===== src/rtl/burst_pkg.sv =====
package burst_pkg;
  typedef enum logic {
    ORD_LINEAR = 1'b0,
    ORD_XOR    = 1'b1
  } order_e;
endpackage


===== src/rtl/burst_order_map.sv =====
module burst_order_map
  import burst_pkg::*;
#(
  parameter int W = 2
) (
  input  order_e         order,
  input  logic [W-1:0]   base,
  input  logic [W-1:0]   idx,
  output logic [W-1:0]   low
);
  always_comb begin
    case (order)
      ORD_LINEAR: low = base + idx;
      default:    low = base ^ idx;
    endcase
  end
endmodule


===== src/rtl/burst_beat_ctr.sv =====
module burst_beat_ctr #(
  parameter int W = 2
) (
  input  logic         clk,
  input  logic         rst,
  input  logic         load,
  input  logic         step,
  output logic [W-1:0] cnt_q,
  output logic [W-1:0] cnt_nxt
);
  always_comb begin
    if (load)      cnt_nxt = '0;
    else if (step) cnt_nxt = cnt_q + 1'b1;
    else           cnt_nxt = cnt_q;
  end

  always_ff @(posedge clk) begin
    if (rst) cnt_q <= '0;
    else     cnt_q <= cnt_nxt;
  end


  step_wrap_chk: assert property (@(posedge clk) disable iff (rst)
    (!load && step) |=> cnt_q == $past(cnt_q) + 1'b1);
endmodule


===== src/rtl/burst_addr_gen.sv =====
module burst_addr_gen
  import burst_pkg::*;
#(
  parameter int ADDR_W = 20
) (
  input  logic              clk,
  input  logic              rst,
  input  logic              strb_a_n,
  input  logic              strb_b_n,
  input  logic              adv_n,
  input  logic              linear_n,
  input  logic [ADDR_W-1:0] addr_in,
  output logic [ADDR_W-1:0] addr_out,
  output logic [1:0]        beat_idx
);
  localparam int BEAT_W = 2;
  localparam int HI_W   = ADDR_W - BEAT_W;

  logic              load, step;
  order_e            order;
  logic [HI_W-1:0]   hi_q;
  logic [BEAT_W-1:0] base_q, base_nxt, low_nxt, low_q;
  logic [BEAT_W-1:0] cnt_q, cnt_nxt;

  assign load     = !strb_a_n || !strb_b_n;
  assign step     = !adv_n && !load;
  assign order    = order_e'(linear_n);
  assign base_nxt = load ? addr_in[BEAT_W-1:0] : base_q;

  burst_beat_ctr #(.W(BEAT_W)) u_ctr (
    .clk(clk), .rst(rst), .load(load), .step(step),
    .cnt_q(cnt_q), .cnt_nxt(cnt_nxt)
  );

  burst_order_map #(.W(BEAT_W)) u_map (
    .order(order), .base(base_nxt), .idx(cnt_nxt), .low(low_nxt)
  );

  always_ff @(posedge clk) begin
    if (rst) begin
      hi_q   <= '0;
      base_q <= '0;
      low_q  <= '0;
    end else begin
      if (load) hi_q <= addr_in[ADDR_W-1:BEAT_W];
      base_q <= base_nxt;
      low_q  <= low_nxt;
    end
  end

  assign addr_out = {hi_q, low_q};
  assign beat_idx = cnt_q;


  load_take_chk: assert property (@(posedge clk) disable iff (rst)
    load |=> (addr_out == $past(addr_in)) && (beat_idx == 2'd0));


  hold_chk: assert property (@(posedge clk) disable iff (rst)
    (!load && adv_n) |=> $stable(addr_out) && $stable(beat_idx));


  upper_keep_chk: assert property (@(posedge clk) disable iff (rst)
    (!load && !adv_n) |=> addr_out[ADDR_W-1:BEAT_W] == $past(addr_out[ADDR_W-1:BEAT_W]));


  reset_val_chk: assert property (@(posedge clk)
    $past(rst) |-> (addr_out == '0) && (beat_idx == 2'd0));
endmodule


===== config.mk =====
export PLATFORM = sky130hd
export DESIGN_NAME = burst_addr_gen
export DESIGN_NICKNAME = d
export VERILOG_FILES = /design/src/rtl/burst_pkg.sv /design/src/rtl/burst_order_map.sv /design/src/rtl/burst_beat_ctr.sv /design/src/rtl/burst_addr_gen.sv
export SDC_FILE = /design/constraint.sdc
export NUM_CORES = 1
export LEC_CHECK = 0
export BUFFER_PORTS_ARGS = -buffer_cell sky130_fd_sc_hd__buf_2
export CELL_PAD_IN_SITES_DETAIL_PLACEMENT = 1
export CELL_PAD_IN_SITES_GLOBAL_PLACEMENT = 2
export CORE_MARGIN = 2
export CORE_UTILIZATION = 24
export DETAILED_ROUTE_END_ITERATION = 6
export PLACE_DENSITY = 0.78
export SETUP_SLACK_MARGIN = 0.05
export SLEW_MARGIN = 20
export SYNTH_ARGS = -nofsm -noshare
export SYNTH_HDL_FRONTEND = slang
export SYNTH_SLANG_ARGS = --single-unit

===== constraint.sdc =====
create_clock -name clk -period 3.4 [get_ports clk]
set_clock_uncertainty 0.1 [all_clocks]
set_input_delay 0.34 -clock clk [delete_from_list [all_inputs] [get_ports clk]]
set_output_delay 0.34 -clock clk [all_outputs]
set_load 0.1 [all_outputs]

Word level (Yosys, flattened, before mapping)
Cells that the tools add are included.
{"block": "totals", "reg_bits": 24, "out_inout_bits": 22}
{"block": "classes", "addsub": 2, "mux": 4, "bitwise": 1, "reduce_logical": 6}
{"cell": "$mux 2", "count": 4}
{"cell": "$logic_not 1->1", "count": 4}
{"cell": "$add 2x1->2 const B", "count": 1}
{"cell": "$add 2x2->2", "count": 1}
{"cell": "$xor 2x2->2", "count": 1}
{"cell": "$logic_and 1x1->1", "count": 1}
{"cell": "$logic_or 1x1->1", "count": 1}

Depth between registers and ports, before layout
{"block": "depth", "word_depth": 8, "mapped_depth": 8, "ltp_nobuf": 7}

Hierarchy
Synthesis repeated with hierarchy kept, for this count alone.
{"block": "hier_totals", "hier_cells": 113, "hier_area_um2": 1159.9}
{"module": "burst_addr_gen", "n_inst": 1, "cells_each": 100, "area_per_inst_um2": 1031.0}
{"module": "burst_beat_ctr", "n_inst": 1, "cells_each": 9, "area_per_inst_um2": 92.6}
{"module": "burst_order_map", "n_inst": 1, "cells_each": 4, "area_per_inst_um2": 36.3}

Worst setup path after synthesis
OpenSTA, ideal clock, no wires.
{"block": "synth_path", "path_type": "reg2reg", "startpoint": "reg u_ctr.cnt_q[0]", "endpoint": "reg low_q[1]", "arrival_time_ns": 2.016, "required_time_ns": 3.177, "setup_slack_ns": 1.160, "path_stages_with_launch": 7, "period_less_slack_ns": 2.240, "cell_sequence": "dfxtp_1 -> xor2_1 -> nor2_1 -> ha_1 -> nor2b_1 -> xnor2_1 -> mux2_1"}
{"block": "synth_via", "elab_chain_len": 5, "word_cells_on_any_way": 6, "classes_between": "add/sub: 2; mux: 3; bitwise: 1"}
{"element": "from (decl)", "line": "burst_beat_ctr.sv:8", "rtl": "output logic [W-1:0] cnt_q,"}
{"element": "from (signal assigned)", "line": "burst_beat_ctr.sv:19", "rtl": "else cnt_q <= cnt_nxt;"}
{"element": "$add 2x1->2", "line": "burst_beat_ctr.sv:13", "rtl": "else if (step) cnt_nxt = cnt_q + 1'b1;"}
{"element": "$mux 2 *", "line": "burst_beat_ctr.sv:13"}
{"element": "$mux 2 *", "line": "burst_beat_ctr.sv:12", "rtl": "if (load) cnt_nxt = '0;"}
{"element": "via cnt_nxt[0]", "line": "burst_addr_gen.sv:23", "rtl": "logic [BEAT_W-1:0] cnt_q, cnt_nxt;"}
{"element": "$add 2x2->2 *", "line": "burst_order_map.sv:13", "rtl": "ORD_LINEAR: low = base + idx;"}
{"element": "$mux 2 *", "line": "burst_order_map.sv:12", "rtl": "case (order)"}
{"element": "to (signal assigned)", "line": "burst_addr_gen.sv:47", "rtl": "low_q <= low_nxt;"}
{"element": "to (decl)", "line": "burst_addr_gen.sv:22", "rtl": "logic [BEAT_W-1:0] base_q, base_nxt, low_nxt, low_q;"}
Mark *: on every way through the listed nets, which the timed path passes. The rest lies on a longest branch.
A chain may end at the register's enable or synchronous reset.

Worst setup path in the final report
{"block": "layout_path", "startpoint": "in strb_a_n", "endpoint": "reg low_q[1]"}
{"block": "layout_via", "word_cells_on_any_way": 10, "classes_between": "add/sub: 1; mux: 4; bitwise: 1; reduce/logical: 4"}
{"element": "from (decl)", "line": "burst_addr_gen.sv:8", "rtl": "input logic strb_a_n,"}
{"element": "$logic_not 1->1", "line": "burst_addr_gen.sv:25", "rtl": "assign load = !strb_a_n || !strb_b_n;"}
{"element": "$logic_or 1x1->1", "line": "burst_addr_gen.sv:25"}
{"element": "$mux 2", "line": "burst_addr_gen.sv:28", "rtl": "assign base_nxt = load ? addr_in[BEAT_W-1:0] : base_q;"}
{"element": "via base_nxt[0]", "line": "burst_addr_gen.sv:22"}
{"element": "$add 2x2->2", "line": "burst_order_map.sv:13"}
{"element": "$mux 2", "line": "burst_order_map.sv:12"}
The timed path passes the listed nets, and every way through them passes these cells.

==> flow_summary_export.csv <==
group,metric,value,unit
die,die-area,4140,sq um
timing,maxSlewHeadroom,0.678,
global_routing,grt_antenna_before_repair,0,
synth,count_of_mapped_cells_out_of_synthesis,104,
global_routing,grt_use_total,0.109,
worst_hold_path,holdPathEnd,"hi_q[2]",
clock_network,clockRootBuffer,"sky130_fd_sc_hd__clkbuf_4",
synth,netlist.top_cell.by_area,"sky130_fd_sc_hd__dfxtp_1",
timing,hold_viol_final,0,
routing,routed_via_density,4.20,
synth,yosys.cell_count.top_type,"sky130_fd_sc_hd__nand2_1",
timing,timing.setup.tns,0,ns
timing,max_frequency,0.588,GHz
run,cap_viol_max_count,0,
worst_setup_path,critical_path_arrival,1.82,ns
die,initial_core_util,0.256,
die,floorplan.io_pins,48,
worst_setup_path,worstPathMaxFanout,23,
clock_network,cts-root-to-sink-buffers,2,
routing,wire_per_inst,11.4,um
routing,route.antenna.remaining_nets,0,
die,core.rowCount,21,
timing,setup_viol,0,
synth,largest_family_of_logic_cells_by_synthesized_area,"simple AND/OR/NAND/NOR gates",
worst_setup_path,reg2reg_capture_point,"low_q[1]",
synth,synth_adder_area_share,0.0143,
synth,async_reset_ff_frac,0,
clock_network,worstSkewPairLatency,0.32,ns
synth,total_of_warnings_raised_by_yosys,0,
cells_and_area,nNetsFinal,178,
worst_setup_path,crit_path_end_kind,"flop",
routing,via_count,824,
pwr,vdd_ir_drop_max,0.192,mV
worst_hold_path,hold_path.startpoint,"addr_in[4]",
worst_setup_path,reg2reg_slack,1.71,ns
synth,number_of_synthesized_flops_with_an_enable_pin,0,
routing,first_pass_iters,3,
die,area_of_the_core_region,3420,sq um
timing,timing.final.max_slew_violations,0,
worst_setup_path,timing_worst_setup_path_type,"input pin to flop",
worst_hold_path,hold_path_depth,3,
cells_and_area,final_cell_count_no_fill,196,
cells_and_area,area_delta_synth_final,37.8,%
synth,synth_ff_type,"sky130_fd_sc_hd__dfxtp_1",
clock_network,worst_setup_hold_path_clk_slew,0.14,ns
pwr,leakage_power_figure,0.591,nW
synth,synth.area.top_cells,"sky130_fd_sc_hd__dfxtp_1, sky130_fd_sc_hd__nand2_1, sky130_fd_sc_hd__a21oi_1",
synth,synth.ff_latch_count,24,
synth,synthesis.nets,131,
clock_network,cts-buffers-inserted,3,
clock_network,post_cts_hold_buffer_count,0,
clock_network,ctsResizeCount,0,
worst_setup_path,r2r.worst_path.cells,6,
worst_setup_path,critPathLaunchType,"input pin",
status,run_status,"complete, no violations",
pwr,power_density,578,nW/um^2
timing,finalCriticalPeriod,1.70,ns
synth,yosysUniqueCellTypes,17,
die,die_width,64.3,um
synth,yosys.area_share.xor_xnor,0.0301,
clock_network,post-cts-setup-buffer-count,0,
synth,synth_area_per_cell,8.40,sq um
timing,rsz0062_at_grt,"no",
synth,synth_simple_gate_area_share,0.226,
clock_network,tritoncts_clock_tree,"built",
global_routing,grt_max_degree,25,
global_routing,grt_pass1_wl,3.53,mm
synth,synth_area,873,sq um
cells_and_area,finish.utilization,0.352,
worst_setup_path,r2r-start,"u_ctr.cnt_q[0]",
placed_design,port_buffers,47,
global_routing,grt-ovfl-total,0,
timing,worst_hold_slack,0.144,ns
worst_hold_path,timing.hold.worst.class,"input pin to flop",
cells_and_area,antennaDiodeCount,0,
routing,detail_route.iter0.violations,18,
cells_and_area,final_layout_size_suffix_gt1_frac,0.360,
placed_design,dp_hpwl,1.67,mm
timing,tightest_slew,0.481,ns
global_routing,grt_pass1_vias,819,
routing,detail_route.drc_violations,0,
timing,post-route-period-util,0.500,
synth,seq_area_frac_synth,0.550,
placed_design,dp.cells,192,
synth,synth.area.mux_share,0.0387,
clock_network,h-tree-depth,1,
clock_network,cts.sinks,24,
routing,detail_route.wirelength,2.24,mm
synth,synth.top_cell.area_share,0.550,
worst_setup_path,data_required_critical_path,3.52,ns
placed_design,finalWeightedCongestion,0.681,
synth,synth.top_cells.by_count,"sky130_fd_sc_hd__nand2_1, sky130_fd_sc_hd__dfxtp_1, sky130_fd_sc_hd__a21oi_1, sky130_fd_sc_hd__clkbuf_1",
synth,synth_compound_gate_area_share,0.115,
die,die-height,64.3,um
==> layout by cell type, fill, tap and decap left out, drive strengths merged <==
master	instances
nor2	2
mux2	1
nor3b	1
and2	1
dfxtp	24
a21oi	20
bufinv	1
nand2b	1
buf	48
nand2	40
xnor2	2
nor2b	2
clkbuf	3
ha	1
xor2	1
nor3	1
mux2i	1
==> flip-flops by register name, indices dropped and copies added (netlist names) <==
signal       count
hi_q            18
base_q           2
low_q            2
u_ctr.cnt_q      2
==> worst max-delay path by stage <==
stage,from,to,slack [ns],depth (start not counted)
after floorplan,u_ctr.cnt_q[0],low_q[1],1.16,6
after global routing,u_ctr.cnt_q[0],low_q[1],1.58,6
after CTS,strb_a_n,low_q[1],1.66,8
after detailed placement,strb_a_n,low_q[1],1.31,8
final,strb_a_n,low_q[1],1.70,8
after global placement,strb_a_n,low_q[1],1.41,8
==> metal layers <==
metal  global-route usage  wire length (um)
met1                0.126               975
met2                0.191              1070
met3               0.0317               182
met4               0.0319                16
met5                    0                 0
==> logic make-up (layout without fill, tap and decap cells) <==
kind of cell	count (synthesis)	after routing
xor gates and xnor gates	3	3
buffers and inverters	6	52
DFF	24	24
AOI/OAI and AO/OA	20	20
muxes	2	2
and+or+nand+nor	48	48
adders and majority gates	1	1
==> cell type report <==
cell class	instances	area (sq um)
clock buffer	3	22.5
multi-input combinational	74	370
tap	46	57.6
fill	429	2210
timing repair buffer	48	243
clock inverter	1	30.0
sequential	24	480
==> power breakdown <==
part           total [mW]  switching [mW]  internal (mW)
sequential          0.306         0.00761          0.298
clock               0.208          0.0884          0.119
combinational       0.182           0.147         0.0353
total               0.696           0.243          0.453
==> worst max-delay path, cell delays in order <==
cell and delay [ns]:
sky130_fd_sc_hd__buf_2 0.11, sky130_fd_sc_hd__nand2_2 0.36, sky130_fd_sc_hd__nand2_1 0.14, sky130_fd_sc_hd__nand2_1 0.10
sky130_fd_sc_hd__ha_1 0.13, sky130_fd_sc_hd__nor2b_1 0.16, sky130_fd_sc_hd__xnor2_1 0.15, sky130_fd_sc_hd__mux2_1 0.33
==> stage by stage <==
stage	setup WS (ns)	total power, mW	area [sq um]
floorplan	1.16	0.457	873
global placement	1.41	0.494	1150
detailed placement	1.31	0.497	1150
CTS	1.66	0.706	1200
global route	1.58	0.726	1200
finish	1.70	0.696	1200
No activity file was read; power rests on OpenSTA's default activity.
